**src/rtl/pgxlat_pkg.sv**
```systemverilog
package pgxlat_pkg;

   typedef enum logic [1:0] {
      SEL_INDEX   = 2'd0,
      SEL_CONTENT = 2'd1,
      SEL_SIZE    = 2'd2,
      SEL_NONE    = 2'd3
   } reg_sel_e;

   localparam int unsigned MAX_SHIFT = 16;
   localparam int unsigned MIN_SHIFT = 13;

   function automatic logic [4:0] shift_of(input logic [1:0] code);
      return 5'(MAX_SHIFT) - {3'b000, code};
   endfunction

endpackage

```
**src/rtl/pgxlat_size.sv**
```systemverilog
module pgxlat_size
   import pgxlat_pkg::*;
(
   input  logic       clk,
   input  logic       rst_n,
   input  logic       wr_en,
   input  logic [1:0] wr_code,
   output logic [1:0] code,
   output logic [4:0] shift
);

   logic [1:0] code_q;

   always_ff @(posedge clk) begin
      if (!rst_n)     code_q <= 2'd0;
      else if (wr_en) code_q <= wr_code;
   end

   assign code  = code_q;
   assign shift = shift_of(code_q);

   p_code_stable_r1: assert property (@(posedge clk) disable iff (!rst_n)
      !wr_en |=> $stable(code_q));

   p_shift_range_r1: assert property (@(posedge clk) disable iff (!rst_n)
      (shift >= 5'(MIN_SHIFT)) && (shift <= 5'(MAX_SHIFT)));

endmodule

```
**src/rtl/pgxlat_table.sv**
```systemverilog
module pgxlat_table #(
   parameter int unsigned ENTRIES = 64,
   parameter int unsigned AW      = 32,
   parameter int unsigned PPN_W   = 14,
   localparam int unsigned IDX_W  = $clog2(ENTRIES)
) (
   input  logic             clk,
   input  logic             rst_n,
   input  logic             idx_wr,
   input  logic             cont_wr,
   input  logic [AW-1:0]    wdata,
   input  logic             enc_on,
   output logic [AW-1:0]    cont_rdata,
   input  logic [IDX_W-1:0] lk_idx,
   output logic             lk_valid,
   output logic             lk_sens,
   output logic [PPN_W-1:0] lk_ppn
);

   logic [IDX_W-1:0]   idx_q;
   logic               idx_oor_q;
   logic [ENTRIES-1:0] valid_q;
   logic [ENTRIES-1:0] sens_q;
   logic [PPN_W-1:0]   ppn_q [ENTRIES];
   logic               wr_ok;
   logic               unmap;

   always_ff @(posedge clk) begin
      if (!rst_n) begin
         idx_q     <= '0;
         idx_oor_q <= 1'b0;
      end else if (idx_wr) begin
         idx_q     <= wdata[IDX_W-1:0];
         idx_oor_q <= (wdata >= AW'(ENTRIES));
      end
   end

   assign wr_ok = cont_wr && !idx_oor_q;
   assign unmap = wdata[AW-1];

   for (genvar g = 0; g < ENTRIES; g++) begin : g_ent
      logic             v_q;
      logic             s_q;
      logic [PPN_W-1:0] p_q;
      always_ff @(posedge clk) begin
         if (!rst_n) begin
            v_q <= 1'b0;
            s_q <= 1'b0;
            p_q <= '0;
         end else if (wr_ok && (idx_q == IDX_W'(g))) begin
            v_q <= !unmap;
            s_q <= !unmap && enc_on;
            p_q <= unmap ? '0 : wdata[PPN_W-1:0];
         end
      end
      assign valid_q[g] = v_q;
      assign sens_q[g]  = s_q;
      assign ppn_q[g]   = p_q;
   end

   assign cont_rdata = (!idx_oor_q && valid_q[idx_q]) ? AW'(ppn_q[idx_q]) : '0;
   assign lk_valid   = valid_q[lk_idx];
   assign lk_sens    = sens_q[lk_idx];
   assign lk_ppn     = ppn_q[lk_idx];

   p_oor_write_ignored_r9: assert property (@(posedge clk) disable iff (!rst_n)
      (cont_wr && idx_oor_q) |=> ($stable(valid_q) && $stable(sens_q)));

   p_oor_read_zero_r9: assert property (@(posedge clk) disable iff (!rst_n)
      idx_oor_q |-> (cont_rdata == '0));

   p_sens_implies_valid_r6: assert property (@(posedge clk) disable iff (!rst_n)
      (sens_q & ~valid_q) == '0);

endmodule

```
**src/rtl/pgxlat_lookup.sv**
```systemverilog
module pgxlat_lookup #(
   parameter int unsigned ENTRIES = 64,
   parameter int unsigned AW      = 32,
   parameter int unsigned PPN_W   = 14,
   localparam int unsigned IDX_W  = $clog2(ENTRIES),
   localparam int unsigned VSPAN  = IDX_W + pgxlat_pkg::MAX_SHIFT
) (
   input  logic             clk,
   input  logic             rst_n,
   input  logic [4:0]       shift,
   input  logic             xl_req,
   input  logic [AW-1:0]    xl_vaddr,
   output logic [IDX_W-1:0] lk_idx,
   input  logic             lk_valid,
   input  logic             lk_sens,
   input  logic [PPN_W-1:0] lk_ppn,
   output logic             xl_ack,
   output logic             xl_hit,
   output logic [AW-1:0]    xl_paddr,
   output logic             xl_secure
);

   logic [VSPAN-1:0] vsel;
   logic             in_tab;
   logic             hit_c;
   logic [AW-1:0]    offmask;
   logic [AW-1:0]    pa_c;
   logic             ack_q, hit_q, sec_q;
   logic [AW-1:0]    pa_q;

   assign vsel    = xl_vaddr[VSPAN-1:0] >> shift;
   assign in_tab  = (vsel < VSPAN'(ENTRIES));
   assign lk_idx  = vsel[IDX_W-1:0];
   assign hit_c   = in_tab && lk_valid;
   assign offmask = (AW'(1) << shift) - AW'(1);
   assign pa_c    = (AW'(lk_ppn) << shift) | (xl_vaddr & offmask);

   always_ff @(posedge clk) begin
      if (!rst_n) begin
         ack_q <= 1'b0;
         hit_q <= 1'b0;
         sec_q <= 1'b0;
         pa_q  <= '0;
      end else begin
         ack_q <= xl_req;
         if (xl_req) begin
            hit_q <= hit_c;
            sec_q <= hit_c && lk_sens;
            pa_q  <= hit_c ? pa_c : '0;
         end
      end
   end

   assign xl_ack    = ack_q;
   assign xl_hit    = hit_q;
   assign xl_secure = sec_q;
   assign xl_paddr  = pa_q;

   p_ack_follows_req_r10: assert property (@(posedge clk) disable iff (!rst_n)
      xl_req |=> xl_ack);

   p_miss_zero_r7: assert property (@(posedge clk) disable iff (!rst_n)
      (xl_ack && !xl_hit) |-> (xl_paddr == '0 && !xl_secure));

   p_offset_kept_r7: assert property (@(posedge clk) disable iff (!rst_n)
      (xl_ack && xl_hit) |-> (xl_paddr[12:0] == $past(xl_vaddr[12:0])));

endmodule

```
**src/rtl/pgxlat_top.sv**
```systemverilog
module pgxlat_top
   import pgxlat_pkg::*;
#(
   parameter int unsigned ENTRIES = 64,
   parameter int unsigned AW      = 32,
   parameter int unsigned PPN_W   = 14
) (
   input  logic          clk,
   input  logic          rst_n,
   input  logic          reg_wr,
   input  logic [1:0]    reg_sel,
   input  logic [AW-1:0] reg_wdata,
   output logic [AW-1:0] reg_rdata,
   input  logic [2:0]    fuse_cnt,
   input  logic          xl_req,
   input  logic [AW-1:0] xl_vaddr,
   output logic          xl_ack,
   output logic          xl_hit,
   output logic [AW-1:0] xl_paddr,
   output logic          xl_secure
);

   localparam int unsigned IDX_W = $clog2(ENTRIES);

   if (ENTRIES < 2 || (1 << IDX_W) != ENTRIES) begin : g_bad_entries
      $error("ENTRIES must be a power of two of at least 2");
   end
   if (PPN_W + MAX_SHIFT > AW - 1) begin : g_bad_ppn
      $error("PPN_W plus the largest page shift must leave the top bit free");
   end
   if (IDX_W + MAX_SHIFT > AW) begin : g_bad_span
      $error("virtual span exceeds address width");
   end

   reg_sel_e         sel;
   logic [1:0]       code;
   logic [4:0]       shift;
   logic [AW-1:0]    cont_rdata;
   logic [IDX_W-1:0] lk_idx;
   logic             lk_valid, lk_sens;
   logic [PPN_W-1:0] lk_ppn;
   logic             enc_on;

   assign sel    = reg_sel_e'(reg_sel);
   assign enc_on = ^fuse_cnt;

   pgxlat_size u_size (
      .clk     (clk),
      .rst_n   (rst_n),
      .wr_en   (reg_wr && sel == SEL_SIZE),
      .wr_code (reg_wdata[1:0]),
      .code    (code),
      .shift   (shift)
   );

   pgxlat_table #(.ENTRIES(ENTRIES), .AW(AW), .PPN_W(PPN_W)) u_table (
      .clk        (clk),
      .rst_n      (rst_n),
      .idx_wr     (reg_wr && sel == SEL_INDEX),
      .cont_wr    (reg_wr && sel == SEL_CONTENT),
      .wdata      (reg_wdata),
      .enc_on     (enc_on),
      .cont_rdata (cont_rdata),
      .lk_idx     (lk_idx),
      .lk_valid   (lk_valid),
      .lk_sens    (lk_sens),
      .lk_ppn     (lk_ppn)
   );

   pgxlat_lookup #(.ENTRIES(ENTRIES), .AW(AW), .PPN_W(PPN_W)) u_lookup (
      .clk       (clk),
      .rst_n     (rst_n),
      .shift     (shift),
      .xl_req    (xl_req),
      .xl_vaddr  (xl_vaddr),
      .lk_idx    (lk_idx),
      .lk_valid  (lk_valid),
      .lk_sens   (lk_sens),
      .lk_ppn    (lk_ppn),
      .xl_ack    (xl_ack),
      .xl_hit    (xl_hit),
      .xl_paddr  (xl_paddr),
      .xl_secure (xl_secure)
   );

   always_comb begin
      unique case (sel)
         SEL_CONTENT: reg_rdata = cont_rdata;
         SEL_SIZE:    reg_rdata = AW'(code);
         default:     reg_rdata = '0;
      endcase
   end

endmodule

```
**config.mk**
```make
export PLATFORM = sky130hd
export DESIGN_NAME = pgxlat_top
export DESIGN_NICKNAME = d
export VERILOG_FILES = /design/src/rtl/pgxlat_pkg.sv /design/src/rtl/pgxlat_size.sv /design/src/rtl/pgxlat_table.sv /design/src/rtl/pgxlat_lookup.sv /design/src/rtl/pgxlat_top.sv
export SDC_FILE = /design/constraint.sdc
export NUM_CORES = 2
export LEC_CHECK = 0
export BUFFER_PORTS_ARGS = -buffer_cell sky130_fd_sc_hd__buf_2
export CORE_MARGIN = 4
export CORE_UTILIZATION = 36
export CTS_CLUSTER_SIZE = 14
export DETAILED_ROUTE_END_ITERATION = 10
export PLACE_DENSITY = 0.47
export SETUP_SLACK_MARGIN = 0.02
export SKIP_LAST_GASP = 1
export SLEW_MARGIN = 20
export SYNTH_ARGS = -nofsm -noshare
export SYNTH_HDL_FRONTEND = slang
export SYNTH_SLANG_ARGS = --single-unit
```
**constraint.sdc**
```tcl
create_clock -name clk -period 5.8 [get_ports clk]
set_input_delay 0.58 -clock clk [delete_from_list [all_inputs] [get_ports clk]]
set_output_delay 0.58 -clock clk [all_outputs]
set_load 0.005 [all_outputs]
```
Word level (Yosys, flattened, before mapping)
Index checks and enable logic that the tools add are counted.
{"block": "totals", "inputBits": 73, "regBits": 1068, "output_inout_bits": 67, "elab_cells": 372}
{"block": "classes", "n_shift": 3, "bitwise_logic": 4, "n_addsub": 2, "order_cmp": 6, "reduce_logical": 77, "muxes": 16, "n_eq_ne": 65}
{"operator": "== test 6 bit (second input constant)", "count": 32}
{"operator": "binary-select mux 14 bit (select 6 bit)", "count": 2}
{"operator": "== test 6 x 5 -> 1 bit (second input constant)", "count": 16}
{"operator": "two-way mux 14 bit", "count": 6}
{"operator": "logical AND 1 bit", "count": 72}
{"operator": "one-hot mux 32 bit (2 select lines)", "count": 1}
{"operator": "== test 6 x 4 -> 1 bit (second input constant)", "count": 8}
{"operator": "bitwise AND 32 bit", "count": 1}
{"operator": "greater-or-equal comparator 32 x 7 -> 1 bit (second input constant)", "count": 1}
{"operator": "two-way mux 32 bit", "count": 1}
{"operator": "OR 32 bit", "count": 1}
{"operator": "left shift 1 x 5 -> 32 bit (first input constant)", "count": 1}
{"operator": "left shift 14 x 5 -> 32 bit", "count": 1}
{"operator": "subtractor 32 x 2 -> 32 bit (second input constant)", "count": 1}
{"operator": "== test 6 x 3 -> 1 bit (second input constant)", "count": 4}
{"operator": "< comparator 22 x 7 -> 1 bit (second input constant)", "count": 1}
{"operator": ">> shifter 22 x 5 -> 22 bit", "count": 1}
{"operator": "binary-select mux 1 bit (select 6 bit)", "count": 3}
{"operator": "greater-or-equal comparator 7 bit (second input constant)", "count": 2}
{"operator": "< comparator 6 x 7 -> 1 bit (second input constant)", "count": 2}
{"operator": "inverter 6 -> 7 bit", "count": 2}
{"operator": "== test 6 x 2 -> 1 bit (second input constant)", "count": 2}
{"operator": "== test 6 x 1 -> 1 bit (second input constant)", "count": 1}
{"operator": "logical NOT 6 bit", "count": 1}
{"operator": "other kinds (7)", "count": 10}

Depth between registers and ports, before layout
{"block": "logic_depth", "word_depth": 9, "mapped_depth": 23, "depth_no_buf": 15}

Hierarchy
Synthesis repeated with hierarchy kept, for this count alone.
{"block": "hier_totals", "cells_unflattened": 6293, "area_unflattened_um2": 58078.2}
{"mod": "pgxlat_table", "instances": 1, "area_each_um2": 53739.0, "cells_each": 5727}
{"mod": "pgxlat_lookup", "instances": 1, "area_each_um2": 3865.0, "cells_each": 506}
{"mod": "pgxlat_top", "instances": 1, "area_each_um2": 350.3, "cells_each": 47}
{"mod": "pgxlat_size", "instances": 1, "area_each_um2": 123.9, "cells_each": 13}

Worst setup path after synthesis
No wires, ideal clock.
{"block": "synth_timing", "kind": "register -> register", "start": "reg u_size.code_q[0], in the netlist u_size.code[0]", "end": "reg u_lookup.pa_q[21], in the netlist u_lookup.xl_paddr[21]", "t_arrival_ns": 4.452, "slack_ns": 1.226, "n_path_buf": 7, "required_time_ns": 5.678, "path_stages_with_launch": 21, "cell_sequence": "dfxtp_1 -> buf_6 -> buf_2 -> clkinv_1 -> ha_1 -> buf_6 -> mux2_2 -> o32ai_4 -> or3_1 -> buf_2 -> buf_6 -> buf_2 -> buf_2 -> a211oi_1 -> a211o_1 -> a211oi_1 -> mux2i_1 -> a21oi_2 -> mux2i_1 -> o211a_1 -> o311a_1"}
{"block": "synth_via", "elab_chain_cells": 9}
{"item": "from (decl)", "line": "pgxlat_size.sv:12", "text": "logic [1:0] code_q;"}
{"item": "from (signal assigned)", "line": "pgxlat_size.sv:16", "text": "else if (wr_en) code_q <= wr_code;"}
{"item": "subtractor 5 x 2 -> 5 bit *", "line": "pgxlat_pkg.sv:14", "text": "return 5'(MAX_SHIFT) - {3'b000, code};"}
{"item": ">> shifter 22 x 5 -> 22 bit", "line": "pgxlat_lookup.sv:31", "text": "assign vsel = xl_vaddr[VSPAN-1:0] >> shift;"}
{"item": "inverter 6 -> 7 bit (implied by the code)", "line": "pgxlat_table.sv:64", "text": "assign lk_ppn = ppn_q[lk_idx];"}
{"item": "binary-select mux 14 bit (select 6 bit)", "line": "pgxlat_table.sv:64"}
{"item": "two-way mux 14 bit (implied by the code) (2 in series)", "line": "pgxlat_table.sv:64"}
{"item": "left shift 14 x 5 -> 32 bit", "line": "pgxlat_lookup.sv:36", "text": "assign pa_c = (AW'(lk_ppn) << shift) | (xl_vaddr & offmask);"}
{"item": "OR 32 bit", "line": "pgxlat_lookup.sv:36"}
{"item": "two-way mux 32 bit *", "line": "pgxlat_lookup.sv:49", "text": "pa_q <= hit_c ? pa_c : '0;"}
{"item": "to (signal assigned)", "line": "pgxlat_lookup.sv:49"}
{"item": "to (decl)", "line": "pgxlat_lookup.sv:29", "text": "logic [AW-1:0] pa_q;"}
Mark *: on every way between the ends. The rest lies on a longest branch, timed or not. The select of a mux whose other input is x is not followed.
A chain may end at the register's enable or synchronous reset.

Worst setup path in the final report
{"block": "layout_timing", "start": "reg u_size.code_q[0], in the netlist u_size.code[0]", "end": "reg u_lookup.pa_q[17], in the netlist u_lookup.xl_paddr[17]"}
Same word-level chain as after synthesis.

==> out/metrics.yaml <==
area_growth_pct: 12.83
worst_r2r_startpoint: "u_size.code[0]$_SDFFE_PN0P_"
vdd_drop_max_uv: 244.8
maxSlewHeadroom: 0.2080
power.static_leakage_uw: 0.02281
synth_edf_count: 0
fin_crit_ps: 5694
io_buffers: 120
regToRegSetupSlack_ps: 110
cts_tree: "yes"
min_from: "xl_vaddr[4]"
num_vias: 54130
hold_depth: 3
grt_max_degree: 182
p_int_uw: 13110
ctsHtreeMaxLevel: 4
grt_setup_unrepaired: "true"
syn_area_per_cell_um2: 7.860
worstSetupPathType: "reg -> reg"
clockRootBuffer: "clkbuf_16"
dieWidth_um: 403.7
p_sw_uw: 5637
place_hpwl_mm: 162.4
power.share.switching: 0.3007
grt_pass1_vias: 49160
crit_required_ps: 6490
cts_buffer_depth: 3
routedWlPerCell_um: 27.87
viasPerCell: 5.916
arrival_ps: 6380
drv_slew: 0
synth_area_leaders: "dfxtp_1 38%, nor2_1 13%, mux4_2 13%"
antenna_found_initial: 13
tns_ps: 0
critPathCaptureType: "flop"
holdBufCountCts: 0
ys_warn_count: 0
maxCapViolations: 0
gp_congestion: 0.8875
track_usage: 0.3017
r2r_cells: 18
drive_gt1_frac: 0.1442
grt_pass1_wl_mm: 363.2
rows: 144
fin_worst_skew_ps: 22.32
holdCritPathClass: "in -> reg"
finish.utilization: 0.4110
worst_pin_slew_ps: 1188
p_per_area_nw_per_um2: 294.7
die_y_um: 403.7
gr-total-overflow: 0
pin_count: 140
synthFlopType: "dfxtp_1"
reg2reg_to: "u_lookup.xl_paddr[17]$_SDFFE_PN0P_"
ys_types: 92
finalSetupViolations: 0
hold_viol_final: 0
insertion_delay_ps: 780
synth_area_um2: 56370
ys_async_sr_fraction: 0
routed_wirelength_mm: 255.0
synthCells: 7172
ys_seq_area_frac: 0.3793
cts.sinks: 1068
path_max_fanout: 20
fmax_mhz: 175.6
critPathLaunch: "u_size.code[0]$_SDFFE_PN0P_"
numCtsBuffers: 130
comb_power_share: 0.165
core-area_um2: 154800
drt_iter0_drc: 7432
clockPowerShare: 0.440
ys_ff_latch: 1068
dieArea_um2: 163000
status: "finished, final reports clean"
drtPass1Iterations: 7
cp-start-kind: "flop"
holdPathEnd: "u_lookup.xl_paddr[4]$_SDFFE_PN0P_"
finalCritPeriodShare: 0.9817
route.detailed.drc: 0
whs_ps: 55.05
start_util: 0.3642
postRouteAntennaNets: 0
synth_top_area_frac: 0.3793
p_seq_frac: 0.395
clk_pin_slew_ps: 60
nNetsFinal: 7097
synth_top_cell_by_area: "dfxtp_1"
cells in the mapped netlist, types with 9 or more instances:
| cell | n |
|---|---|
| mux2_2 | 15 |
| a32o_1 | 9 |
| a22oi_1 | 19 |
| nor2b_1 | 14 |
| o211ai_1 | 9 |
| buf_6 | 11 |
| clkbuf_1 | 433 |
| nor2_1 | 2021 |
| o21ai_0 | 27 |
| dfxtp_1 | 1068 |
| nor4b_1 | 16 |
| mux2i_1 | 159 |
| nand2_1 | 820 |
| nor4_1 | 15 |
| o22ai_1 | 16 |
| mux4_2 | 331 |
| nand4_1 | 31 |
| ha_1 | 15 |
| inv_1 | 14 |
| buf_2 | 123 |
| a31oi_1 | 75 |
| nand2b_1 | 24 |
| nor3_1 | 29 |
| buf_4 | 26 |
| nand3_1 | 215 |
| a311oi_1 | 48 |
| a32oi_1 | 38 |
| and3_1 | 108 |
| a21oi_1 | 1008 |
| a211oi_1 | 147 |
| a2111oi_0 | 10 |
| buf_1 | 140 |
cell usage in the layout (no fill, tap or decap), types with 15 or more instances in the layout:
master	n
buf_4	266
nand2_1	816
dfxtp_1	1063
and3_1	108
clkbuf_1	30
conb_1	21
a21oi_1	1008
nand3_1	215
nand4_1	31
clkinv_2	15
buf_12	33
a311oi_1	48
buf_2	120
a211oi_1	147
nor3_1	29
o22ai_1	16
clkbuf_8	30
a32oi_1	38
mux2_2	15
o21ai_0	27
clkbuf_16	137
mux4_2	331
nor2_1	2012
a22oi_1	19
nor4b_1	16
mux2i_1	159
a31oi_1	75
flip-flops by register name, summed over array words and instances, names as in the netlist:
name                count
u_size.code             2
u_table.idx_q           6
u_lookup.xl_hit         1
u_table.g_ent.v_q      64
u_lookup.xl_ack         1
u_lookup.xl_paddr      32
u_lookup.xl_secure      1
u_table.g_ent.p_q     896
u_table.idx_oor_q       1
u_table.g_ent.s_q      64
routing by layer:
layer | track usage | vias to the layer above | wire (um)
met3 | 0.05979 | 490 | 23790
met4 | 0.1151 | 8 | 10120
li1 | - | 24490 | -
met2 | 0.4659 | 2700 | 113000
met5 | 0 | - | 59
met1 | 0.4172 | 26450 | 108000
layout make-up:
cell class,count,area [um2]
Fill cell,15660,91160
Multi-Input combinational cell,5374,32090
Sequential cell,1068,21400
Clock buffer,197,3954
Timing Repair Buffer,419,3258
Tap cell,2044,2557
Clock inverter,25,267.8
Inverter,16,67.56
Antenna cell,7,17.52
repair_timing:
action / 4_1_cts / 5_1_grt
setup buffers: 4 / 0
pin swaps: 1 / 2
gates cloned: 0 / 1
resized for setup: 1 / 4
endpoints found under the setup margin: 6 / 4
power by group through the flow:
stage               clock network (uW)  logic [uW]  registers (uW)
global route                      8660        3170            7400
CTS                               8380        3000            7400
finish                            8260        3090            7400
global placement                     0        2990            7560
detailed placement                   0        2990            7560
floorplan                            0        1540            7540
through the flow:
stage / power (uW) / std cells / setup WS (ps) / area, um2
after floorplan: 9080 / 7191 / 1226 / 56450
after global placement: 10550 / 8916 / -142.2 / 59290
after detailed placement: 10550 / 8916 / -157.6 / 59290
after CTS: 18780 / 9142 / 113.0 / 63560
after global routing: 19230 / 9143 / -36.41 / 63590
final: 18750 / 9150 / 106.1 / 63610
cells by family (layout without fill, tap and decap cells):
group	Yosys count	count (layout)	synth area share
buffers and inverters	750	657	0.05589
muxes	505	505	0.1635
and+or+nand+nor	3334	3335	0.2407
adders and majority gates	15	15	0.003329
other	2	28	0.0001332
AOI/OAI and AO/OA	1490	1490	0.1560
DFF	1068	1068	0.3793
xor gates and xnor gates	8	8	0.001243
worst max-delay path by stage:
stage | to | slack (ps) | cells past startpoint
after floorplan | u_lookup.xl_paddr[21]$_SDFFE_PN0P_ | 1230 | 20
after global placement | u_lookup.xl_paddr[25]$_SDFFE_PN0P_ | -140 | 16
after detailed placement | u_lookup.xl_paddr[25]$_SDFFE_PN0P_ | -160 | 16
after CTS | u_lookup.xl_paddr[17]$_SDFFE_PN0P_ | 110 | 21
after global routing | u_lookup.xl_paddr[17]$_SDFFE_PN0P_ | -40 | 21
final | u_lookup.xl_paddr[17]$_SDFFE_PN0P_ | 110 | 18
critical path, cell delays in order, from the launching register on:
cell,delay [ps]
dfxtp_2,320
clkinv_1,80
ha_2,450
buf_4,320
nor2_1,410
nand3_1,230
o41ai_4,90
buf_4,410
nand3_1,650
a311oi_1,640
o21ai_0,150
and4_1,200
o311ai_1,90
buf_4,220
mux2i_1,100
mux2i_1,560
a222oi_1,290
buf_4,190
o31ai_1,160
(Power assumes the default switching activity.)
